<file path="src/rtl/pirq_pkg.sv">
package pirq_pkg;
    localparam int REG_AW   = 8;
    localparam int N_INTX   = 4;
    localparam int INTX_LSB = 5;
    localparam int MSI_SUM  = 3;

    localparam logic [REG_AW-1:0] OFS_BASE_LO   = 8'h04;
    localparam logic [REG_AW-1:0] OFS_BASE_HI   = 8'h08;
    localparam logic [REG_AW-1:0] OFS_WIN_SIZE  = 8'h0C;
    localparam logic [REG_AW-1:0] OFS_MSI_EN    = 8'h14;
    localparam logic [REG_AW-1:0] OFS_MSI_STAT  = 8'h18;
    localparam logic [REG_AW-1:0] OFS_MSI_DATA  = 8'h20;
    localparam logic [REG_AW-1:0] OFS_MSI_ALO   = 8'h24;
    localparam logic [REG_AW-1:0] OFS_MSI_AHI   = 8'h28;
    localparam logic [REG_AW-1:0] OFS_MISC_STAT = 8'h40;
    localparam logic [REG_AW-1:0] OFS_MISC_EN   = 8'h44;

    localparam logic [31:0] MISC_EN_MASK =
        (32'((1 << N_INTX) - 1) << INTX_LSB) | (32'd1 << MSI_SUM);

    typedef struct packed {
        logic [31:0] data;
        logic [31:0] addr_lo;
        logic [31:0] addr_hi;
    } msi_entry_t;

    typedef enum logic [1:0] {
        W_DATA = 2'd0,
        W_ALO  = 2'd1,
        W_AHI  = 2'd2,
        W_NONE = 2'd3
    } msi_word_e;

    function automatic msi_word_e word_of(input logic [REG_AW-1:0] ofs);
        case (ofs)
            OFS_MSI_DATA: return W_DATA;
            OFS_MSI_ALO:  return W_ALO;
            OFS_MSI_AHI:  return W_AHI;
            default:      return W_NONE;
        endcase
    endfunction
endpackage

</file>
<file path="src/rtl/pirq_intx_status.sv">
module pirq_intx_status #(
    parameter int N = 4
) (
    input  logic         clk,
    input  logic         rst,
    input  logic [N-1:0] lvl,
    input  logic [N-1:0] clr,
    output logic [N-1:0] pend
);
    always_ff @(posedge clk) begin
        if (rst) pend <= '0;
        else     pend <= (pend & ~clr) | lvl;
    end

    for (genvar i = 0; i < N; i++) begin : g_chk
        assert_intx_latch_R2: assert property (@(posedge clk) disable iff (rst)
            lvl[i] |=> pend[i]);
        assert_intx_w1c_R3: assert property (@(posedge clk) disable iff (rst)
            (clr[i] && !lvl[i]) |=> !pend[i]);
        assert_intx_hold_R3: assert property (@(posedge clk) disable iff (rst)
            (pend[i] && !clr[i]) |=> pend[i]);
    end
endmodule

</file>
<file path="src/rtl/pirq_msi_window.sv">
module pirq_msi_window (
    input  logic        en,
    input  logic [31:0] base_lo,
    input  logic [31:0] base_hi,
    input  logic [31:0] size,
    input  logic [63:0] addr,
    output logic        hit
);
    logic [63:0] base;
    logic [63:0] off;

    always_comb begin
        base = {base_hi, base_lo};
        off  = addr - base;
        hit  = en && (addr >= base) && (off < {32'd0, size});
    end
endmodule

</file>
<file path="src/rtl/pirq_msi_fifo.sv">
module pirq_msi_fifo
    import pirq_pkg::*;
#(
    parameter int DEPTH = 4
) (
    input  logic                       clk,
    input  logic                       rst,
    input  logic                       push,
    input  msi_entry_t                 push_ent,
    input  logic                       pop,
    output msi_entry_t                 head,
    output logic                       empty,
    output logic                       full,
    output logic [$clog2(DEPTH+1)-1:0] count
);
    localparam int PTR_W = $clog2(DEPTH);
    localparam int CNT_W = $clog2(DEPTH + 1);

    msi_entry_t       mem [DEPTH];
    logic [PTR_W-1:0] wr_ptr, rd_ptr;

    function automatic logic [PTR_W-1:0] nxt(input logic [PTR_W-1:0] p);
        return (p == PTR_W'(DEPTH - 1)) ? '0 : p + 1'b1;
    endfunction

    assign empty = (count == '0);
    assign full  = (count == CNT_W'(DEPTH));
    assign head  = mem[rd_ptr];

    always_ff @(posedge clk) begin
        if (rst) begin
            wr_ptr <= '0;
            rd_ptr <= '0;
            count  <= '0;
        end else begin
            if (push) begin
                mem[wr_ptr] <= push_ent;
                wr_ptr      <= nxt(wr_ptr);
            end
            if (pop) rd_ptr <= nxt(rd_ptr);
            case ({push, pop})
                2'b10:   count <= count + 1'b1;
                2'b01:   count <= count - 1'b1;
                default: count <= count;
            endcase
        end
    end

    assert_fifo_bound_R9: assert property (@(posedge clk) disable iff (rst)
        count <= CNT_W'(DEPTH));
    assert_no_pop_empty_R11: assert property (@(posedge clk) disable iff (rst)
        !(pop && empty));
    assert_no_push_full_R9: assert property (@(posedge clk) disable iff (rst)
        !(push && full));
    assert_pop_drains_R8: assert property (@(posedge clk) disable iff (rst)
        (pop && !push) |=> (count == $past(count) - 1'b1));
endmodule

</file>
<file path="src/rtl/pcie_irq_collector.sv">
module pcie_irq_collector
    import pirq_pkg::*;
#(
    parameter int FIFO_DEPTH = 4
) (
    input  logic               clk,
    input  logic               rst,
    input  logic [N_INTX-1:0]  intx_lvl,
    input  logic               msi_valid,
    input  logic [63:0]        msi_addr,
    input  logic [31:0]        msi_data,
    input  logic               reg_wr,
    input  logic               reg_rd,
    input  logic [REG_AW-1:0]  reg_addr,
    input  logic [31:0]        reg_wdata,
    output logic [31:0]        reg_rdata,
    output logic               host_irq
);
    localparam int CNT_W = $clog2(FIFO_DEPTH + 1);

    logic [31:0] base_lo_q, base_hi_q, size_q, misc_en_q;
    logic        msi_en_q, ovf_q;
    logic [2:0]  seen_q, seen_nx;

    logic [N_INTX-1:0] intx_pend, intx_clr;
    logic              win_hit, push, pop, rd_word;
    logic              f_empty, f_full;
    logic [CNT_W-1:0]  f_count;
    msi_entry_t        f_head, in_ent;
    msi_word_e         word;
    logic [31:0]       misc_stat;

    function automatic logic wr_to(input logic [REG_AW-1:0] ofs,
                                   input logic w, input logic [REG_AW-1:0] a);
        return w && (a == ofs);
    endfunction

    assign intx_clr = wr_to(OFS_MISC_STAT, reg_wr, reg_addr)
                      ? reg_wdata[INTX_LSB +: N_INTX] : '0;

    pirq_intx_status #(.N(N_INTX)) u_intx (
        .clk  (clk),
        .rst  (rst),
        .lvl  (intx_lvl),
        .clr  (intx_clr),
        .pend (intx_pend)
    );

    pirq_msi_window u_win (
        .en      (msi_en_q),
        .base_lo (base_lo_q),
        .base_hi (base_hi_q),
        .size    (size_q),
        .addr    (msi_addr),
        .hit     (win_hit)
    );

    assign in_ent = '{data: msi_data, addr_lo: msi_addr[31:0], addr_hi: msi_addr[63:32]};
    assign push   = msi_valid && win_hit && !f_full;

    assign word    = word_of(reg_addr);
    assign rd_word = reg_rd && !f_empty && (word != W_NONE);
    assign seen_nx = seen_q | (3'b001 << word);
    assign pop     = rd_word && (seen_nx == 3'b111);

    pirq_msi_fifo #(.DEPTH(FIFO_DEPTH)) u_fifo (
        .clk      (clk),
        .rst      (rst),
        .push     (push),
        .push_ent (in_ent),
        .pop      (pop),
        .head     (f_head),
        .empty    (f_empty),
        .full     (f_full),
        .count    (f_count)
    );

    always_ff @(posedge clk) begin
        if (rst) begin
            base_lo_q <= '0;
            base_hi_q <= '0;
            size_q    <= '0;
            msi_en_q  <= 1'b0;
            misc_en_q <= '0;
            ovf_q     <= 1'b0;
            seen_q    <= '0;
        end else begin
            if (wr_to(OFS_BASE_LO, reg_wr, reg_addr))  base_lo_q <= reg_wdata;
            if (wr_to(OFS_BASE_HI, reg_wr, reg_addr))  base_hi_q <= reg_wdata;
            if (wr_to(OFS_WIN_SIZE, reg_wr, reg_addr)) size_q    <= reg_wdata;
            if (wr_to(OFS_MSI_EN, reg_wr, reg_addr))   msi_en_q  <= reg_wdata[0];
            if (wr_to(OFS_MISC_EN, reg_wr, reg_addr))  misc_en_q <= reg_wdata & MISC_EN_MASK;
            if (msi_valid && win_hit && f_full)
                ovf_q <= 1'b1;
            else if (wr_to(OFS_MSI_STAT, reg_wr, reg_addr) && reg_wdata[1])
                ovf_q <= 1'b0;
            if (pop)          seen_q <= '0;
            else if (rd_word) seen_q <= seen_nx;
        end
    end

    always_comb begin
        misc_stat = '0;
        misc_stat[INTX_LSB +: N_INTX] = intx_pend;
        misc_stat[MSI_SUM] = !f_empty;
    end

    assign host_irq = |(misc_stat & misc_en_q);

    always_comb begin
        case (reg_addr)
            OFS_BASE_LO:   reg_rdata = base_lo_q;
            OFS_BASE_HI:   reg_rdata = base_hi_q;
            OFS_WIN_SIZE:  reg_rdata = size_q;
            OFS_MSI_EN:    reg_rdata = {31'd0, msi_en_q};
            OFS_MSI_STAT:  reg_rdata = {30'd0, ovf_q, !f_empty};
            OFS_MSI_DATA:  reg_rdata = f_empty ? '0 : f_head.data;
            OFS_MSI_ALO:   reg_rdata = f_empty ? '0 : f_head.addr_lo;
            OFS_MSI_AHI:   reg_rdata = f_empty ? '0 : f_head.addr_hi;
            OFS_MISC_STAT: reg_rdata = misc_stat;
            OFS_MISC_EN:   reg_rdata = misc_en_q;
            default:       reg_rdata = '0;
        endcase
    end

    assert_overflow_sticky_R9: assert property (@(posedge clk) disable iff (rst)
        (msi_valid && win_hit && f_full) |=> ovf_q);
    assert_drop_disabled_R6: assert property (@(posedge clk) disable iff (rst)
        (msi_valid && !msi_en_q) |=> (f_count <= $past(f_count)));
    assert_irq_needs_enable_R5: assert property (@(posedge clk) disable iff (rst)
        (misc_en_q == '0) |-> !host_irq);
    assert_single_read_no_pop_R8: assert property (@(posedge clk) disable iff (rst)
        (rd_word && seen_q == '0) |=> (f_count >= $past(f_count)));
endmodule

</file>
<file path="config.mk">
export PLATFORM = sky130hd
export DESIGN_NAME = pcie_irq_collector
export DESIGN_NICKNAME = d
export VERILOG_FILES = /design/src/rtl/pirq_pkg.sv /design/src/rtl/pirq_intx_status.sv /design/src/rtl/pirq_msi_window.sv /design/src/rtl/pirq_msi_fifo.sv /design/src/rtl/pcie_irq_collector.sv
export SDC_FILE = /design/constraint.sdc
export NUM_CORES = 1
export LEC_CHECK = 0
export BUFFER_PORTS_ARGS = -buffer_cell sky130_fd_sc_hd__buf_2
export CORE_MARGIN = 1.5
export CORE_UTILIZATION = 55
export CTS_BUF_LIST = sky130_fd_sc_hd__clkbuf_16
export DETAILED_ROUTE_END_ITERATION = 8
export PLACE_DENSITY = 0.76
export SLEW_MARGIN = 0
export SYNTH_ARGS = -nofsm -noshare
export SYNTH_HDL_FRONTEND = slang
export SYNTH_SLANG_ARGS = --single-unit
</file>
<file path="constraint.sdc">
create_clock -name clk -period 17.5 [get_ports clk]
set_input_delay 1.75 -clock clk [delete_from_list [all_inputs] [get_ports clk]]
set_output_delay 1.75 -clock clk [all_outputs]
set_load 0.005 [all_outputs]
</file>
==> results <==
- The multi-input logic area is approximately 10000 µm².
- The share of the Yosys chip area taken by registers is 0.559.
- The number of buffers added by the clock tree synthesis step is 48.
- The number of I/O pins is roughly 180.
- The endpoint kind of the worst setup timing path is a flop.
- The delay of the slowest cell on the worst path is 0.74 ns.
- The count of final max-slew check failures was 0.
- The via density per instance is between 6 and 7.
- The Yosys step of the flow raised 0 warnings.
- The achievable frequency is between 0.1 and 0.15 GHz.
- The post-synthesis average cell area is ~12 µm².
- Total power for the finished layout comes to roughly 2.5 mW.
- The clock passes through at most 3 buffers.
- The number of instances resized during post-cts repair is 0.
- The via count of the first global-routing pass is around 18000.
- The clock arrives with 0.0280 ns of skew.
- In the post-route analysis, the smallest setup slack over all paths is slightly below 9 ns.
- Fill cells in the final layout number 3343.
- The net count of the mapped netlist is ~2400.
- The die is roughly 220 µm tall.
- The weighted congestion at the end of routability-driven global placement is 0.971.
- The sum of overflow across all layers after global routing is 0.
- The number of antenna violations at the first check in global routing was 8.
- The most used flip-flop cell after synthesis is sky130_fd_sc_hd__edfxtp_1.
- The floorplan step set the die width to roughly 220 µm.
- The startpoint kind of the worst setup timing path is a primary input.
- In this run the worst path has a maximum fanout of 54.
- In this run the power density over the cells is about 90 nW/µm².
- The total negative setup slack is 0 ns.
- In the synthesized netlist, the number of instances is about 2100.
- The master cell of the clock root buffer is sky130_fd_sc_hd__clkbuf_16.
- The run finished with clean final reports.
- During placement, the flow inserted port buffers numbering approximately 180.
- The worst setup path is of the primary input to flop kind.
- The netlist area before placement is roughly 25000 µm².
- In this run, synthesis produced a sequential element count of around 500.
- Summed over all cells, the static leakage comes to around 9 nW.
- The remaining design rule violation count is 0.
- Of all flip-flops after synthesis, the portion carrying an async set or reset was 0.
- The global router's overall resource usage is 0.346.
- The standard cell with the maximum stage delay on the critical path is sky130_fd_sc_hd__buf_4.
- The worst endpoint required time is ~18 ns.
- The quantity of hold-fixing buffers added after cts is 0.
- At the pin with the least slew margin, the transition time is around 1.1 ns.
- The initial core utilization is 0.561.
- The clock tree synthesis step divided the H-tree into 2 levels.
- The signal arrival time at the worst endpoint is roughly 9 ns.
- The number of failing hold endpoints at the final stage was 0.
- The total area inside the core boundary comes to ~44000 µm².
- The first global-routing pass estimated around 120 mm of wire.
- Across the VDD grid, the largest voltage drop is ~0.076 mV.
- The count of buffers added by post-CTS timing repair for setup is 0.
- Entering global routing, the biggest net connects 66 pins.
- The final wirelength is between 80 and 90 mm.
- The final design instance area without fill is 27800 µm².
- The number of rows created at floorplan is between 70 and 80.
- The floorplan step defined a die boundary enclosing approximately 47000 µm².
- The area growth from synthesis to layout is 11.8%.
- The latest clock arrival within the worst-skew pair is slightly above 0.6 ns.
- The instance area at placement is between 20000 and 30000 µm².
- After the first detailed-routing iteration, the DRC count stood at between 2000 and 3000.
- Clock-pin slew was measured on the worst setup and hold paths at 0.06 ns.
- The area used by sequential logic in the layout is 13900 µm².
- Setup repair after global routing left no endpoint under its margin.
- The normalized max-slew margin is 0.237.
- The final setup violation count is 0.
- The netlist uses between 80 and 90 different library cells.
- Yosys mapped a number of flops with a built-in enable equal to between 300 and 400.
- The count of nets left with antenna violations once routing finished came out at 0.
- The count of clock tree sinks is roughly 500.
- The minimum hold slack is roughly 0.47 ns.
- The clock tree from TritonCTS is yes.
- In the final layout, the share of cells above drive strength 1 is 0.181.
- Across the run, the number of max-cap violations was 0.
- The worst setup timing slack at the placement stage is roughly 8.3 ns.
- The minimum clock period is around 8.7 ns.
- The routed layout has 18906 vias.
- The min-delay analysis places its worst path in the category flop to flop.
- The detailed placer's ending HPWL is between 50 and 60 mm.
- The number of iterations in the first detailed-routing pass is 8.
- The portion of the clock cycle consumed by the worst path in the final layout is 0.497.
- The average routed wire per standard cell is approximately 28 µm.
- For this run, the post-layout net count is roughly 2500.
- For flop-to-flop paths, the worst setup slack is between 9 and 10 ns.
-- cell usage after synthesis, types with 24 or more instances --
cell type	n	area share
sky130_fd_sc_hd__a21oi_1	245	0.049
sky130_fd_sc_hd__a222oi_1	29	0.012
sky130_fd_sc_hd__a22o_1	32	0.011
sky130_fd_sc_hd__clkbuf_1	84	0.013
sky130_fd_sc_hd__dfxtp_1	119	0.096
sky130_fd_sc_hd__edfxtp_1	384	0.46
sky130_fd_sc_hd__ha_1	101	0.051
sky130_fd_sc_hd__inv_1	114	0.017
sky130_fd_sc_hd__mux4_2	96	0.087
sky130_fd_sc_hd__nand2_1	309	0.047
sky130_fd_sc_hd__nand3_1	35	0.0070
sky130_fd_sc_hd__nand4_1	36	0.0090
sky130_fd_sc_hd__nor2_1	91	0.014
sky130_fd_sc_hd__nor3_1	24	0.0048
sky130_fd_sc_hd__o21ai_0	85	0.017
sky130_fd_sc_hd__xnor2_1	25	0.0088
-- final cells by class --
type | instances | area share
sequential | 503 | 0.500
clock buffer | 49 | 0.0440
clock inverter | 41 | 0.0119
multi-input combinational | 1381 | 0.364
tap | 592 | 0.0266
inverter | 114 | 0.0154
antenna | 6 | 0.000539
timing repair buffer | 200 | 0.0381
-- cell usage in the layout, fill, tap and decap left out, drive strengths merged, types with 11 or more instances in the layout --
cell type / n
a222oi: 29
nor2: 93
clkbuf: 49
nor3: 25
a21oi: 245
mux4: 96
dfxtp: 119
clkinv: 26
ha: 101
a22o: 32
a31oi: 16
buf: 200
a211oi: 11
o21ai: 88
inv: 121
o211ai: 20
edfxtp: 384
a22oi: 12
nand3: 35
xnor2: 25
a21o: 27
nand4: 37
o21a: 12
xor2: 21
nand2: 309
-- worst max-delay path, delay by kind of cell --
| family | cells | cell delay (ns) |
|---|---|---|
| compound gates | 7 | 2.05 |
| xor+xnor | 1 | 0.18 |
| fa+ha+maj | 3 | 0.89 |
| buf+inv | 4 | 1.47 |
| simple gates | 11 | 2.51 |
-- final timing paths --
check / cells after the start / startpoint / to
setup reg to reg: 24 / base_lo_q[0]$_SDFFE_PP0P_ / u_fifo.mem[3][28]$_DFFE_PP_
setup / recovery: 26 / msi_addr[0] / u_fifo.mem[3][28]$_DFFE_PP_
hold reg to reg: 2 / ovf_q$_SDFFE_PP0P_ / ovf_q$_SDFFE_PP0P_
hold / removal: 2 / ovf_q$_SDFFE_PP0P_ / ovf_q$_SDFFE_PP0P_
-- cell families (layout without fill, tap and decap cells) --
group                      count (synthesis)  in the layout  share of synthesized area
muxes                                    103            103                     0.0897
buffers and inverters                    229            404                     0.0371
other                                      0              6                          0
and+or+nand+nor                          571            571                      0.103
adders and majority gates                103            103                     0.0524
xor gates and xnor gates                  46             46                     0.0162
DFF                                      503            503                      0.559
AOI/OAI and AO/OA                        558            558                      0.143
-- routing by layer --
layer  part of all wire  vias up  routed length [µm]  GRT usage
li1                   -     8277                   -          -
met1               0.39     9318               31700      0.472
met2               0.45     1140               36700      0.529
met3               0.12      167                9330     0.0905
met4              0.038        4                3110      0.141
met5            0.00030        -                  24          0
-- report_power, final --
part / internal (mW) / total (mW) / switching (mW)
Clock: 0.571 / 1.03 / 0.463
Combinational: 0.0623 / 0.189 / 0.127
Sequential: 1.28 / 1.28 / 0.000849
Total: 1.92 / 2.51 / 0.590
-- state kept, by name, summed over array words and instances (netlist names), named ones only --
name / count
u_fifo.mem: 384
size_q: 32
u_fifo.rd_ptr: 2
ovf_q: 1
msi_en_q: 1
u_intx.pend: 4
u_fifo.count: 3
base_hi_q: 32
misc_en_q: 5
seen_q: 3
u_fifo.wr_ptr: 2
base_lo_q: 32
-- per-stage QoR --
stage / std cells / utilization
after global routing: 2883 / 0.627
after floorplan: 2113 / -
after CTS: 2880 / 0.627
final: 2886 / 0.627
after global placement: 2790 / 0.592
after detailed placement: 2790 / 0.592
(Power assumes the default switching activity.)
